$ cat src/rtl/stack_pc_pkg.sv
package stack_pc_pkg;

    localparam logic [3:0] CODE_JUMP = 4'h7;
    localparam logic [3:0] CODE_CALL = 4'h8;
    localparam logic [3:0] CODE_RET  = 4'h9;
    localparam logic [3:0] CODE_PUSH = 4'hA;
    localparam logic [3:0] CODE_POP  = 4'hB;

    typedef enum logic [1:0] {
        SP_HOLD = 2'd0,
        SP_DOWN = 2'd1,
        SP_UP   = 2'd2
    } sp_move_e;

    typedef enum logic [1:0] {
        PC_SEQ   = 2'd0,
        PC_CONST = 2'd1,
        PC_MEM   = 2'd2
    } pc_src_e;

    typedef enum logic [1:0] {
        WD_NONE  = 2'd0,
        WD_OPND  = 2'd1,
        WD_RETAD = 2'd2
    } wdata_src_e;

    typedef struct packed {
        logic       rd;
        logic       wr;
        sp_move_e   sp_move;
        pc_src_e    pc_src;
        wdata_src_e wd_src;
    } stk_ctl_t;

    function automatic stk_ctl_t decode_ctl(input logic valid,
                                            input logic [3:0] code,
                                            input logic cond);
        stk_ctl_t c;
        c = '{rd: 1'b0, wr: 1'b0, sp_move: SP_HOLD, pc_src: PC_SEQ, wd_src: WD_NONE};
        if (valid) begin
            case (code)
                CODE_JUMP: c.pc_src = cond ? PC_CONST : PC_SEQ;
                CODE_CALL: begin
                    c.wr = 1'b1; c.sp_move = SP_DOWN;
                    c.pc_src = PC_CONST; c.wd_src = WD_RETAD;
                end
                CODE_RET: begin
                    c.rd = 1'b1; c.sp_move = SP_UP; c.pc_src = PC_MEM;
                end
                CODE_PUSH: begin
                    c.wr = 1'b1; c.sp_move = SP_DOWN; c.wd_src = WD_OPND;
                end
                CODE_POP: begin
                    c.rd = 1'b1; c.sp_move = SP_UP;
                end
                default: c.pc_src = PC_SEQ;
            endcase
        end
        return c;
    endfunction

endpackage

$ cat src/rtl/stk_decode.sv
module stk_decode
    import stack_pc_pkg::*;
(
    input  logic       valid,
    input  logic [3:0] code,
    input  logic       cond,
    output stk_ctl_t   ctl
);
    always_comb ctl = decode_ctl(valid, code, cond);


    always_comb begin
        single_strobe_chk: assert ($onehot0({ctl.rd, ctl.wr}));
    end
endmodule

$ cat src/rtl/stk_mem_port.sv
module stk_mem_port
    import stack_pc_pkg::*;
#(
    parameter int W = 64,
    parameter int SLOT_BYTES = W / 8
) (
    input  stk_ctl_t       ctl,
    input  logic [W-1:0]   sp,
    input  logic [W-1:0]   opnd,
    input  logic [W-1:0]   ret_addr,
    output logic [W-1:0]   addr,
    output logic [W-1:0]   wdata,
    output logic           rd,
    output logic           wr
);
    localparam logic [W-1:0] SLOT = W'(SLOT_BYTES);

    logic [W-1:0] sp_dec;
    assign sp_dec = sp - SLOT;

    always_comb begin
        rd    = ctl.rd;
        wr    = ctl.wr;
        addr  = (ctl.sp_move == SP_DOWN) ? sp_dec : sp;
        case (ctl.wd_src)
            WD_OPND:  wdata = opnd;
            WD_RETAD: wdata = ret_addr;
            default:  wdata = '0;
        endcase
    end
endmodule

$ cat src/rtl/stk_next_state.sv
module stk_next_state
    import stack_pc_pkg::*;
#(
    parameter int W = 64,
    parameter int SLOT_BYTES = W / 8
) (
    input  stk_ctl_t       ctl,
    input  logic [W-1:0]   sp,
    input  logic [W-1:0]   konst,
    input  logic [W-1:0]   seq_addr,
    input  logic [W-1:0]   rdata,
    output logic [W-1:0]   sp_nxt,
    output logic [W-1:0]   pc_nxt
);
    localparam logic [W-1:0] SLOT = W'(SLOT_BYTES);

    always_comb begin
        case (ctl.sp_move)
            SP_DOWN: sp_nxt = sp - SLOT;
            SP_UP:   sp_nxt = sp + SLOT;
            default: sp_nxt = sp;
        endcase
        case (ctl.pc_src)
            PC_CONST: pc_nxt = konst;
            PC_MEM:   pc_nxt = rdata;
            default:  pc_nxt = seq_addr;
        endcase
    end
endmodule

$ cat src/rtl/stack_pc_ctrl.sv
module stack_pc_ctrl
    import stack_pc_pkg::*;
#(
    parameter int W = 64,
    parameter int SLOT_BYTES = W / 8
) (
    input  logic         clk,
    input  logic         rst,
    input  logic         instr_valid,
    input  logic [3:0]   icode,
    input  logic         cond_ok,
    input  logic [W-1:0] const_val,
    input  logic [W-1:0] next_addr,
    input  logic [W-1:0] sp_in,
    input  logic [W-1:0] src_val,
    input  logic [W-1:0] mem_rdata,
    output logic [W-1:0] mem_addr,
    output logic [W-1:0] mem_wdata,
    output logic         mem_rd,
    output logic         mem_wr,
    output logic [W-1:0] sp_out,
    output logic [W-1:0] pc_out,
    output logic         upd_valid
);
    localparam logic [W-1:0] SLOT = W'(SLOT_BYTES);

    stk_ctl_t     ctl;
    logic [W-1:0] sp_nxt;
    logic [W-1:0] pc_nxt;

    stk_decode u_dec (
        .valid (instr_valid),
        .code  (icode),
        .cond  (cond_ok),
        .ctl   (ctl)
    );

    stk_mem_port #(.W(W), .SLOT_BYTES(SLOT_BYTES)) u_port (
        .ctl      (ctl),
        .sp       (sp_in),
        .opnd     (src_val),
        .ret_addr (next_addr),
        .addr     (mem_addr),
        .wdata    (mem_wdata),
        .rd       (mem_rd),
        .wr       (mem_wr)
    );

    stk_next_state #(.W(W), .SLOT_BYTES(SLOT_BYTES)) u_nxt (
        .ctl      (ctl),
        .sp       (sp_in),
        .konst    (const_val),
        .seq_addr (next_addr),
        .rdata    (mem_rdata),
        .sp_nxt   (sp_nxt),
        .pc_nxt   (pc_nxt)
    );

    always_ff @(posedge clk) begin
        if (rst) begin
            sp_out    <= '0;
            pc_out    <= '0;
            upd_valid <= 1'b0;
        end else begin
            upd_valid <= instr_valid;
            if (instr_valid) begin
                sp_out <= sp_nxt;
                pc_out <= pc_nxt;
            end
        end
    end


    write_sp_match_chk: assert property (@(posedge clk) disable iff (rst)
        mem_wr |=> (sp_out == $past(mem_addr)));


    read_sp_match_chk: assert property (@(posedge clk) disable iff (rst)
        mem_rd |=> (sp_out == $past(mem_addr) + SLOT));


    ret_target_chk: assert property (@(posedge clk) disable iff (rst)
        (instr_valid && icode == CODE_RET) |=> (pc_out == $past(mem_rdata)));


    jump_untaken_chk: assert property (@(posedge clk) disable iff (rst)
        (instr_valid && icode == CODE_JUMP && !cond_ok) |=> (pc_out == $past(next_addr)));


    idle_hold_chk: assert property (@(posedge clk) disable iff (rst)
        !instr_valid |=> (!upd_valid && $stable(pc_out) && $stable(sp_out)));


    idle_no_strobe_chk: assert property (@(posedge clk) disable iff (rst)
        !instr_valid |-> (!mem_rd && !mem_wr));
endmodule

$ cat config.mk
export PLATFORM = sky130hd
export DESIGN_NAME = stack_pc_ctrl
export DESIGN_NICKNAME = d
export VERILOG_FILES = /design/src/rtl/stack_pc_pkg.sv /design/src/rtl/stk_decode.sv /design/src/rtl/stk_mem_port.sv /design/src/rtl/stk_next_state.sv /design/src/rtl/stack_pc_ctrl.sv
export SDC_FILE = /design/constraint.sdc
export NUM_CORES = 1
export LEC_CHECK = 0
export BUFFER_PORTS_ARGS = -buffer_cell sky130_fd_sc_hd__buf_2
export CORE_AREA = 2 2 227 229
export CTS_CLUSTER_SIZE = 20
export DETAILED_ROUTE_END_ITERATION = 8
export DIE_AREA = 0 0 229 231
export PLACE_DENSITY = 0.45
export SYNTH_ARGS = -nofsm -noshare
export SYNTH_HDL_FRONTEND = slang
export SYNTH_SLANG_ARGS = --single-unit
export TNS_END_PERCENT = 100
$ cat constraint.sdc
create_clock -name clk -period 3.35 [get_ports clk]
set_input_delay 0 -clock clk [delete_from_list [all_inputs] [get_ports clk]]
set_output_delay 0 -clock clk [all_outputs]
set_load 0.005 [all_outputs]
* After elaboration in Yosys (flattened, before gate mapping) *
Index checks and enable logic that the tools add are counted.

storage, ports and cells
  register bits = 129
  output and inout port bits = 259
  logic and storage cells = 29

cells by class
  reductions and logical operators = 2
  add/subtract/negate cells = 2
  muxes and demuxes = 11
  equal/unequal tests = 11

operators by type and width
  cell                                                count
  case mux 64 bit (2 select lines)                    3
  adder 64 x 4 -> 64 bit, second input constant       1
  2-to-1 mux 64 bit                                   1
  subtractor 64 x 4 -> 64 bit, second input constant  1
  == test 4 bit, second input constant                4
  2-to-1 mux 8 bit                                    1
  case mux 2 bit (2 select lines)                     2
  == test 2 x 1 -> 1 bit, second input constant       3
  == test 2 bit, second input constant                3
  case mux 2 bit (3 select lines)                     1
  == test 4 x 3 -> 1 bit, second input constant       1
  OR reduction 2 bit                                  2
  2-to-1 mux 1 bit                                    3

* Longest topological paths before layout *
Gate-level depths: netlist of run 1.

  depth in word-level cells = 6
  depth in mapped cells = 15

* Hierarchy *
Synthesis of run 1 repeated with hierarchy kept, for this count alone.

second synthesis, totals
  cell total of the unflattened synthesis = 1660
  area total of the unflattened synthesis = 12434.4 um^2

modules (own cells, without submodules)
  module          cells each  instances  area an instance (um^2)
  stk_next_state  891         1          5524.0
  stack_pc_ctrl   415         1          4667.0
  stk_mem_port    343         1          2165.8
  stk_decode      11          1          77.6

* Least setup slack after synthesis of run 1 *
OpenSTA, ideal clock, no wires.

  path kind = input-to-output
  start point = input instr_valid
  end point = output mem_addr[7]
  arrival = 2.296 ns
  slack = 1.054 ns
  cell stages on the path = 11
  buffers on the path = 6
  required time = 3.350 ns
  path through = clkbuf_1 -> clkbuf_1 -> nand2_1 -> nor2_1 -> ha_1 -> clkbuf_1 -> clkbuf_1 -> clkbuf_1 -> buf_1 -> nand2_1 -> xnor2_1

between the ends
  longest elaborated chain between the ends = 3

ends and longest elaborated chain
  what                    RTL line             source
  start, declared         stack_pc_ctrl.sv:9   input logic instr_valid,
  2-to-1 mux 8 bit        stack_pc_pkg.sv:40   if (valid) begin
  == test 2 x 1 -> 1 bit  stk_mem_port.sv:24   addr = (ctl.sp_move == SP_DOWN) ? sp_dec : sp;
  2-to-1 mux 64 bit       stk_mem_port.sv:24
  end, declared           stack_pc_ctrl.sv:17  output logic [W-1:0] mem_addr,

No other way between the ends.

* Final worst setup path of run 1 *
  start point = input sp_in[26]
  end point = register sp_out[49]

between the ends
  longest elaborated chain between the ends = 2
  elaborated cells between the ends (all ways) = 3
  classes of those cells = 2 x add/sub; 1 x mux

ends and longest elaborated chain
  what                                                                   RTL line                                    source
  start, declared                                                        stack_pc_ctrl.sv:14                         input logic [W-1:0] sp_in,
  adder 64 x 4 -> 64 bit or subtractor 64 x 4 -> 64 bit (tied branches)  stk_next_state.sv:20, stk_next_state.sv:19
  case mux 64 bit (2 select lines) (*)                                   stk_next_state.sv:18                        case (ctl.sp_move)
  end signal, assigned                                                   stack_pc_ctrl.sv:67                         sp_out <= sp_nxt;
  end, declared                                                          stack_pc_ctrl.sv:21                         output logic [W-1:0] sp_out,

Mark *: on every way between the ends. The rest lies on a longest branch, timed or not.
A chain may end at the register's enable or synchronous reset.

==> results.md, run 1 <==
- Placed Instances: 2905
- Final Hold Vio Count: 0
- Most common cell in the synthesized netlist: nor2_1
- Register share of total power: 33.2%
- Data arrival, critical path: 3580 ps
- Clock Skew: 0 ps
- Initial DRC count: 1756
- Share of layout cells above drive strength 1: 31.0%
- Router iterations before antenna repair: 6
- Register area: 2580 um2
- Leakage Power: 6.85 nW
- Vias per cell: 5.54
- Vias in the first global route: 15800
- Starting Density: 22.8%
- Dpl hpwl: 61700 um
- Cell variety after synth: 81
- Sw power: 1.66 mW
- Synth Area in Compound Gates: 29.6%
- Final Cell Area: 16900 um2
- Fin. max-slew vios: 0
- Worst-margin pin slew: 1230 ps
- DRC viols: 0
- Largest net degree at the start of global routing: 94
- Cells on Worst Hold Path: 5
- NumNets Final: 2675
- Largest cells by area after synthesis: dfxtp_1 22%, nor2_1 12%, a22oi_1 8.7%
- Top-area cell type share of the netlist area: 22.3%
- Area leader, netlist: dfxtp_1
- Clk pwr share: 41.0%
- CP Capture Type: flip-flop
- CP Launch Type: input pin
- Routed WL: 79400 um
- Core Region: 50700 um2
- Cell Area, Synth: 11600 um2
- Die Wd: 229 um
- Gate power share: 25.9%
- Die height: 231 um
- Routed via count: 16900
- Total negative slack: 0 ps
- EDFF count, synth: 0
- Grt ovf: 0
- Clock slew at reported path FFs: 60 ps
- H-tree Lvls: 4
- I/O pins: 587
- Pwr dens: 302 nW/um2
- Synth-to-layout area growth: 46.0%
- Flops & latches, synth: 129
- Initial antenna violation count: 28
- Clk buf depth: 2
- Global-route wire length before repair: 112000 um
- Max IR drop VDD: 203 uV
- CTS Root Cell: clkbuf_16
- Tot GR Track Use: 28.5%
- GP Congestion: 0.973
- Multiplexer share of the synthesized area: 0.973%
- IO buf count: 586
- Async set-reset flop share out of synthesis: 0%
- Largest family of logic cells by synthesized area: simple AND/OR/NAND/NOR gates
- Min Clock Period, post-route: 3180 ps
- Crit Path Max Fanout: 10
- Multi-input combinational cell area: 8170 um2
- Mapped Cells: 1756
- CTS tree: yes
- Status: complete, no violations
- Adder-Cell Fraction of Synth Area: 0.973%
- Row Count: 83
- Post-route ant nets: 0
- Synth top cells by count: 376 x nor2_1, 179 x a21oi_1, 134 x a22oi_1, 134 x clkbuf_1, 129 x dfxtp_1
- Period utilisation layout: 94.8%
- Max Cap Viol: 0
- Worst Hold Class: in -> reg
- Sequential area share after synthesis: 22.3%
- Max frequency: 315 MHz
- Post-synth top flop: dfxtp_1
- Data required, critical path: 3750 ps
- Total clock buffers created by CTS: 17
- Setup violators final: 0
- Post-DR wirelength/cell: 26.0 um
- Clk_lat worst skew: 450 ps
- Relative slew margins: 17.4%
- Ys Warns: 0
- XOR/XNOR share of the synthesized area: 5.07%
- Die area: 52900 um2
- Unrepaired setup endpoints after global routing: false
- Number of filler cells placed in the layout: 5745
- Finished Layout Cells: 3047
- Sw Ratio: 32.6%
- Synth Area in Simple Gates: 33.5%
- Num Clock Sinks: 129
- Worst Setup Path Type: in -> reg
- Mapped Nets: 2093
- Internal: 3.44 mW
- R2R depth: 3
- Syn avg cell area: 6.59 um2
- Post-DP Area: 15300 um2
-- worst max-delay path, stage by stage --
cell and delay [ps]:
dlygate4sd3_1 530, buf_2 190, or4_4 620, nor4_4 450, nand4_1 300, or3_1 470
a211o_1 310, a31oi_1 160, dlygate4sd3_1 550
-- kinds of logic (layout without fill, tap and decap cells) --
kind of cell | count (synthesis) | after routing
buffers and inverters | 218 | 811
other | 0 | 18
AO/OA/AOI/OAI | 523 | 523
AND/OR/NAND/NOR | 799 | 799
multiplexers | 11 | 11
adder cells (fa/ha/maj) | 9 | 9
XOR/XNOR | 67 | 67
flip-flops | 129 | 129
-- flip-flops by register name, summed over array words and instances (netlist names) --
signal	count
pc_out	64
sp_out	64
upd_valid	1
-- repair_timing --
| action | in CTS | in global routing |
|---|---|---|
| setup buffers | 0 | 0 |
| hold buffers | 94 | 0 |
| setup endpoints to repair | 0 | 3 |
| resized for setup | 0 | 3 |
| endpoints found under the hold margin | 96 | 0 |
-- routing by layer --
| metal | share of wire [%] | global-route usage (%) |
|---|---|---|
| met5 | 0 | 0 |
| met4 | 4.5 | 13.1 |
| met3 | 7.2 | 4.41 |
| met2 | 48 | 48.7 |
| met1 | 40 | 35.3 |
-- path summary, 6_finish.rpt --
path / to / startpoint / slack, ps
worst max register to register: sp_out[49] / sp_out[49] / 2140
worst min-delay path: pc_out[10] / next_addr[10] / 30
worst min register to register: sp_out[6] / sp_out[6] / 460
worst max-delay path: sp_out[49] / sp_in[26] / 170
-- through the flow --
stage	setup slack [ps]	utilization (%)	hold WS, ps	total power, mW
after floorplan	1050	-	31.1	2.28
after global placement	366	30.1	183	2.93
after detailed placement	378	30.1	184	2.93
after CTS	121	33.2	7.67	5.14
after global routing	112	33.3	44.2	5.31
final	173	33.3	33.5	5.11
-- cells in the final DEF, fill, tap and decap left out, types with 18 or more instances in the layout --
master | Yosys | layout
diode_2 | 0 | 18
nor3_1 | 52 | 52
dlygate4sd3_1 | 0 | 94
or3_1 | 23 | 23
nor4_1 | 53 | 50
and3_1 | 19 | 19
nand2_1 | 94 | 94
a22oi_1 | 134 | 134
a21oi_1 | 179 | 179
xnor2_1 | 44 | 44
nor2_1 | 376 | 376
dfxtp_1 | 129 | 129
buf_2 | 21 | 585
nand4_1 | 41 | 41
inv_1 | 21 | 21
xor2_1 | 23 | 23
a31oi_1 | 28 | 28
o21ai_0 | 40 | 40
buf_4 | 4 | 71
nand3_1 | 66 | 66
-- power by group through the flow --
stage	clock [mW]	combinational [mW]	sequential, mW
floorplan	0	0.563	1.72
global placement	0	1.21	1.72
detailed placement	0	1.20	1.72
CTS	2.15	1.31	1.69
global route	2.20	1.41	1.70
finish	2.09	1.32	1.69
-- layout make-up --
class	count	area share (%)
multi-input cells	1409	48.3
repair buffers	757	26.9
flip-flops and latches	129	15.3
well taps	680	5.03
clock buffers	20	2.70
clock inverters	10	0.948
inverters	24	0.563
diodes	18	0.267
Note: power is estimated with default switching activity, not from simulation.
==> run 2, diff against run 1 <==
--- a/config.mk
+++ b/config.mk
@@ -6,11 +6,11 @@
 export NUM_CORES = 1
 export LEC_CHECK = 0
 export BUFFER_PORTS_ARGS = -buffer_cell sky130_fd_sc_hd__buf_2
-export CORE_AREA = 2 2 227 229
+export CORE_AREA = 2 2 231 233
 export CTS_CLUSTER_SIZE = 20
 export DETAILED_ROUTE_END_ITERATION = 8
-export DIE_AREA = 0 0 229 231
-export PLACE_DENSITY = 0.45
+export DIE_AREA = 0 0 233 235
+export PLACE_DENSITY = 0.44
 export SYNTH_ARGS = -nofsm -noshare
 export SYNTH_HDL_FRONTEND = slang
 export SYNTH_SLANG_ARGS = --single-unit
==> run 2 against run 1 <==
Sequential power barely moved. Total power increased by 2.0%. Routed wire length rose by 5.7%. Flip-flop and latch count stayed put. Combinational power is 5% higher. Largest power group unchanged.
==> results.md, run 2 (synthesized netlist as in run 1, its figures left out) <==
- Status: complete, no violations
- CP Launch Type: input pin
- Min Clock Period, post-route: 3250 ps
- Clock slew at reported path FFs: 70 ps
- CP Capture Type: flip-flop
- Global-route wire length before repair: 117000 um
- Worst Hold Class: in -> reg
- GP Congestion: 0.982
- Share of layout cells above drive strength 1: 30.6%
- Max Cap Viol: 0
- Commonest non-fill, non-tap cell in the layout: buf_2
- Starting Density: 22.2%
- Die height: 235 um
- Post-route ant nets: 0
- Dpl hpwl: 64300 um
- Die Wd: 233 um
- Final Hold Vio Count: 0
- I/O pins: 587
- Leakage Power: 7.04 nW
- Max IR drop VDD: 376 uV
- DRC viols: 0
- Data arrival, critical path: 3620 ps
- Unrepaired setup endpoints after global routing: false
- H-tree Lvls: 4
- Met1 Use GR: 34.5%
- Relative slew margins: 38.2%
- Clk buf depth: 2
- Power consumption: 5.21 mW
- Met3 GRT Util: 4.88%
- Routed via count: 17100
- Clk_lat worst skew: 480 ps
- Met2 Use GR: 50.6%
- Top Registers: pc_out x64, sp_out x64, upd_valid x1
- Initial antenna violation count: 33
- Grt ovf: 0
- Total negative slack: 0 ps
- Total clock buffers created by CTS: 17
- Fin. max-slew vios: 0
- Row Count: 84
- Num Clock Sinks: 129
- Tot GR Track Use: 29.5%
- Worst-margin pin slew: 927 ps
- Vias per cell: 5.51
- Max frequency: 308 MHz
- CTS tree: yes
- Synth-to-layout area growth: 50.2%
- Most frequent cells in the layout: 582 x buf_2, 376 x nor2_1, 179 x a21oi_1, 139 x dlygate4sd3_1, 134 x a22oi_1
- Worst Setup Path Type: in -> reg
- Largest net degree at the start of global routing: 163
- Die area: 54800 um2
- NumNets Final: 2722
- Grt peak-use layer: met2
- Post-DR wirelength/cell: 27.0 um
- Pwr dens: 299 nW/um2
- Router iterations before antenna repair: 6
- Clock Skew: 0 ps
- Placed Instances: 2914
- Crit Path Max Fanout: 9
- Routed WL: 83900 um
- Finished Layout Cells: 3108
- Data required, critical path: 3720 ps
- Vias in the first global route: 16400
- Core Region: 52200 um2
- Initial DRC count: 1553
- IO buf count: 586
- CTS Root Cell: clkbuf_16
- Period utilisation layout: 96.9%
- Setup violators final: 0
[run 2: cell types whose count changed in the layout (fill, tap and decap cells not counted), sizes merged]
cell,previous run,this run
diode,18,22
clkinvlp,1,4
clkbuf,20,22
dlygate4sd3,94,139
buf,663,662
[run 2: worst paths after layout]
path                      from  depth (start not counted)  slack (ps)    endpoint
setup / recovery     sp_in[19]                         12         100  sp_out[58]
hold / removal    next_addr[8]                          5           9   pc_out[8]
setup reg to reg    sp_out[32]                          3        2040  sp_out[32]
hold reg to reg      sp_out[9]                          2         460   sp_out[9]
[run 2: final cells by class]
cell class              count  area, um2
clock buffers              19        443
diodes                     22       55.1
well taps                 688        861
flip-flops and latches    129       2580
clock inverters            13        186
inverters                  24       95.1
fillers                  5906      34800
repair buffers            804       5010
multi-input cells        1409       8160
[run 2: repair_timing]
| action | CTS | global route |
|---|---|---|
| endpoints found under the setup margin | 0 | 8 |
| resized for setup | 0 | 8 |
| endpoints found under the hold margin | 110 | 0 |
| hold buffers | 139 | 0 |
| setup buffers | 0 | 1 |
[run 2: report_power, final]
part	internal [mW]	switching (mW)	leakage (nW)
sequential	1.63	0.0699	1.07
combinational	0.578	0.800	5.68
clock	1.26	0.866	0.295
total	3.47	1.74	7.04
[run 2: critical path, cell delays in order]
cell and delay [ps]:
dlygate4sd3_1 510, buf_2 230, nand2_1 250, or4_1 680
nor4_4 160, buf_4 200, buf_4 180, nand4_1 120
nand3_1 110, dlygate4sd3_1 560, a31oi_1 60, dlygate4sd3_1 550
[run 2: routing by layer]
layer  share of wire [%]  wire, um
met3                 6.7      5650
met2                  49     41000
met1                  39     32400
met4                 5.7      4820
met5               0.014        12
[run 2: metrics by stage]
step | util, % | instance area, um2 | worst slack, ps | hold WS, ps
after floorplan | - | 11600 | 1050 | 31.1
after global placement | 29.3 | 15300 | 557 | 215
after detailed placement | 29.3 | 15300 | 573 | 211
after CTS | 33.1 | 17300 | 42.6 | 2.49
after global routing | 33.3 | 17400 | 8.33 | 42.0
final | 33.3 | 17400 | 103 | 9.21
==> run 3, diff against run 2 <==
--- a/config.mk
+++ b/config.mk
@@ -6,11 +6,11 @@
 export NUM_CORES = 1
 export LEC_CHECK = 0
 export BUFFER_PORTS_ARGS = -buffer_cell sky130_fd_sc_hd__buf_2
-export CORE_AREA = 2 2 231 233
+export CORE_AREA = 2 2 227 229
 export CTS_CLUSTER_SIZE = 20
 export DETAILED_ROUTE_END_ITERATION = 8
-export DIE_AREA = 0 0 233 235
-export PLACE_DENSITY = 0.44
+export DIE_AREA = 0 0 229 231
+export PLACE_DENSITY = 0.45
 export SYNTH_ARGS = -nofsm -noshare
 export SYNTH_HDL_FRONTEND = slang
 export SYNTH_SLANG_ARGS = --single-unit
==> constraint.sdc (replaced) <==
create_clock -name clk -period 3.7 [get_ports clk]
set_input_delay 0 -clock clk [delete_from_list [all_inputs] [get_ports clk]]
set_output_delay 0 -clock clk [all_outputs]
set_load 0.005 [all_outputs]
==> run 3 against run 2 <==
The flow now finishes with violations (hold timing). Clock skew unchanged. Largest cell class unchanged. Cell count decreased by 2.9%. Global-route usage shrank 0.77 points. Largest power group unchanged. Register-to-register slack improved by 630 ps.
==> results.md, run 3 (synthesized netlist as in run 1, its figures left out) <==
- Global-route wire length before repair: 112000 um
- Relative slew margins: 17.1%
- Minimum hold slack: -6.44 ps
- CTS tree: yes
- Row Count: 83
- Violated checks: hold timing
- Total clock buffers created by CTS: 17
- Setup violators final: 0
- Met2 Use GR: 48.9%
- GP Congestion: 0.974
- Grt ovf: 0
- Tot GR Track Use: 28.8%
- Status: finished, violations left
- Core Region: 50700 um2
- Routed via count: 16800
- Finished Layout Cells: 3017
- Met3 GRT Util: 4.87%
- Post-cts sizing count: 0
- Crit Path Max Fanout: 9
- Period utilisation layout: 91.9%
- Max frequency: 294 MHz
- Worst-margin pin slew: 1240 ps
- Clk buf depth: 2
- Num Clock Sinks: 129
- Data arrival, critical path: 3400 ps
- I/O pins: 587
- Clock Skew: 0 ps
- DRC viols: 0
- Die area: 52900 um2
- Met1 Use GR: 35.6%
- Leakage Power: 6.69 nW
- Die height: 231 um
- Synth-to-layout area growth: 43.5%
- Pwr dens: 275 nW/um2
- Initial DRC count: 1700
- CP Launch Type: input pin
- Clock slew at reported path FFs: 60 ps
- Router iterations before antenna repair: 6
- Fin. max-slew vios: 0
- Post-CTS Setup Bufs: 0
- Starting Density: 22.8%
- Most frequent cells in the layout: 585 x buf_2, 376 x nor2_1, 179 x a21oi_1, 134 x a22oi_1, 129 x dfxtp_1
- H-tree Lvls: 4
- Min Clock Period, post-route: 3400 ps
- Commonest non-fill, non-tap cell in the layout: buf_2
- Number of filler cells placed in the layout: 5737
- Clk_lat worst skew: 460 ps
- Vias in the first global route: 15600
- CTS Root Cell: clkbuf_16
- Max IR drop VDD: 226 uV
- Largest net degree at the start of global routing: 78
- Dpl hpwl: 61800 um
- Data required, critical path: 3700 ps
- Vias per cell: 5.57
- Top Registers: pc_out x64, sp_out x64, upd_valid x1
- Post-route ant nets: 0
- Max Cap Viol: 0
- Post-DR wirelength/cell: 26.6 um
- IO buf count: 586
- Final Hold Vio Count: 1
- CP Capture Type: output port
- Worst Hold Class: in -> reg
- Die Wd: 229 um
- Placed Instances: 2879
- Unrepaired setup endpoints after global routing: false
- Routed WL: 80200 um
- Initial antenna violation count: 28
- Share of layout cells above drive strength 1: 30.1%
- Grt peak-use layer: met2
- Total negative slack: 0 ps
- Worst Setup Path Type: in -> out
- NumNets Final: 2647
-- run 3: worst paths after layout --
check                              startpoint           end  slack (ps)  cells after the start
worst max-delay path                sp_in[32]  mem_addr[35]         300                      8
worst min-delay path            next_addr[10]    pc_out[10]          -6                      5
worst max register to register     sp_out[56]    sp_out[56]        2670                      5
worst min register to register      sp_out[9]     sp_out[9]         460                      2
-- run 3: repair_timing --
action | in CTS | in global routing
setup endpoints to repair | 0 | 0
endpoints found under the hold margin | 92 | 0
hold buffers | 92 | 0
-- run 3: critical path, cell delays in order --
cell and delay, ps:
dlygate4sd3_1 530, buf_2 190, or3_1 540, or4_1 630, nor4_1 650, and2_1 370, xor2_1 300, buf_2 180
-- run 3: layout make-up --
type / instances / area (um2) / area share (%)
sequential: 129 / 2580 / 15.6
inverter: 24 / 95.1 / 0.573
clock inverter: 12 / 159 / 0.957
tap: 680 / 851 / 5.12
multi-input combinational: 1409 / 8150 / 49.1
antenna: 14 / 35.0 / 0.211
timing repair buffer: 729 / 4290 / 25.8
clock buffer: 20 / 447 / 2.69
-- run 3: per-layer routing --
metal	wire length, um	vias up
met3	6010	158
met5	13	-
met4	3470	2
li1	-	7582
met2	38900	1003
met1	31800	8047
-- run 3: report_power, final --
part           switching, mW  leakage [nW]  total, mW  internal, mW
logic                  0.708          5.33       1.18         0.474
registers             0.0556          1.07       1.53          1.48
clock network          0.774         0.296       1.86          1.08
total                   1.54          6.69       4.57          3.03
-- run 3: stage by stage --
step | setup slack [ps] | power [mW] | utilization (%) | area, um2
global placement | 852 | 2.65 | 29.7 | 15000
floorplan | 1400 | 2.07 | - | 11600
detailed placement | 792 | 2.65 | 29.7 | 15000
finish | 300 | 4.57 | 32.8 | 16600
global route | 231 | 4.76 | 32.7 | 16600
CTS | 326 | 4.60 | 32.7 | 16600
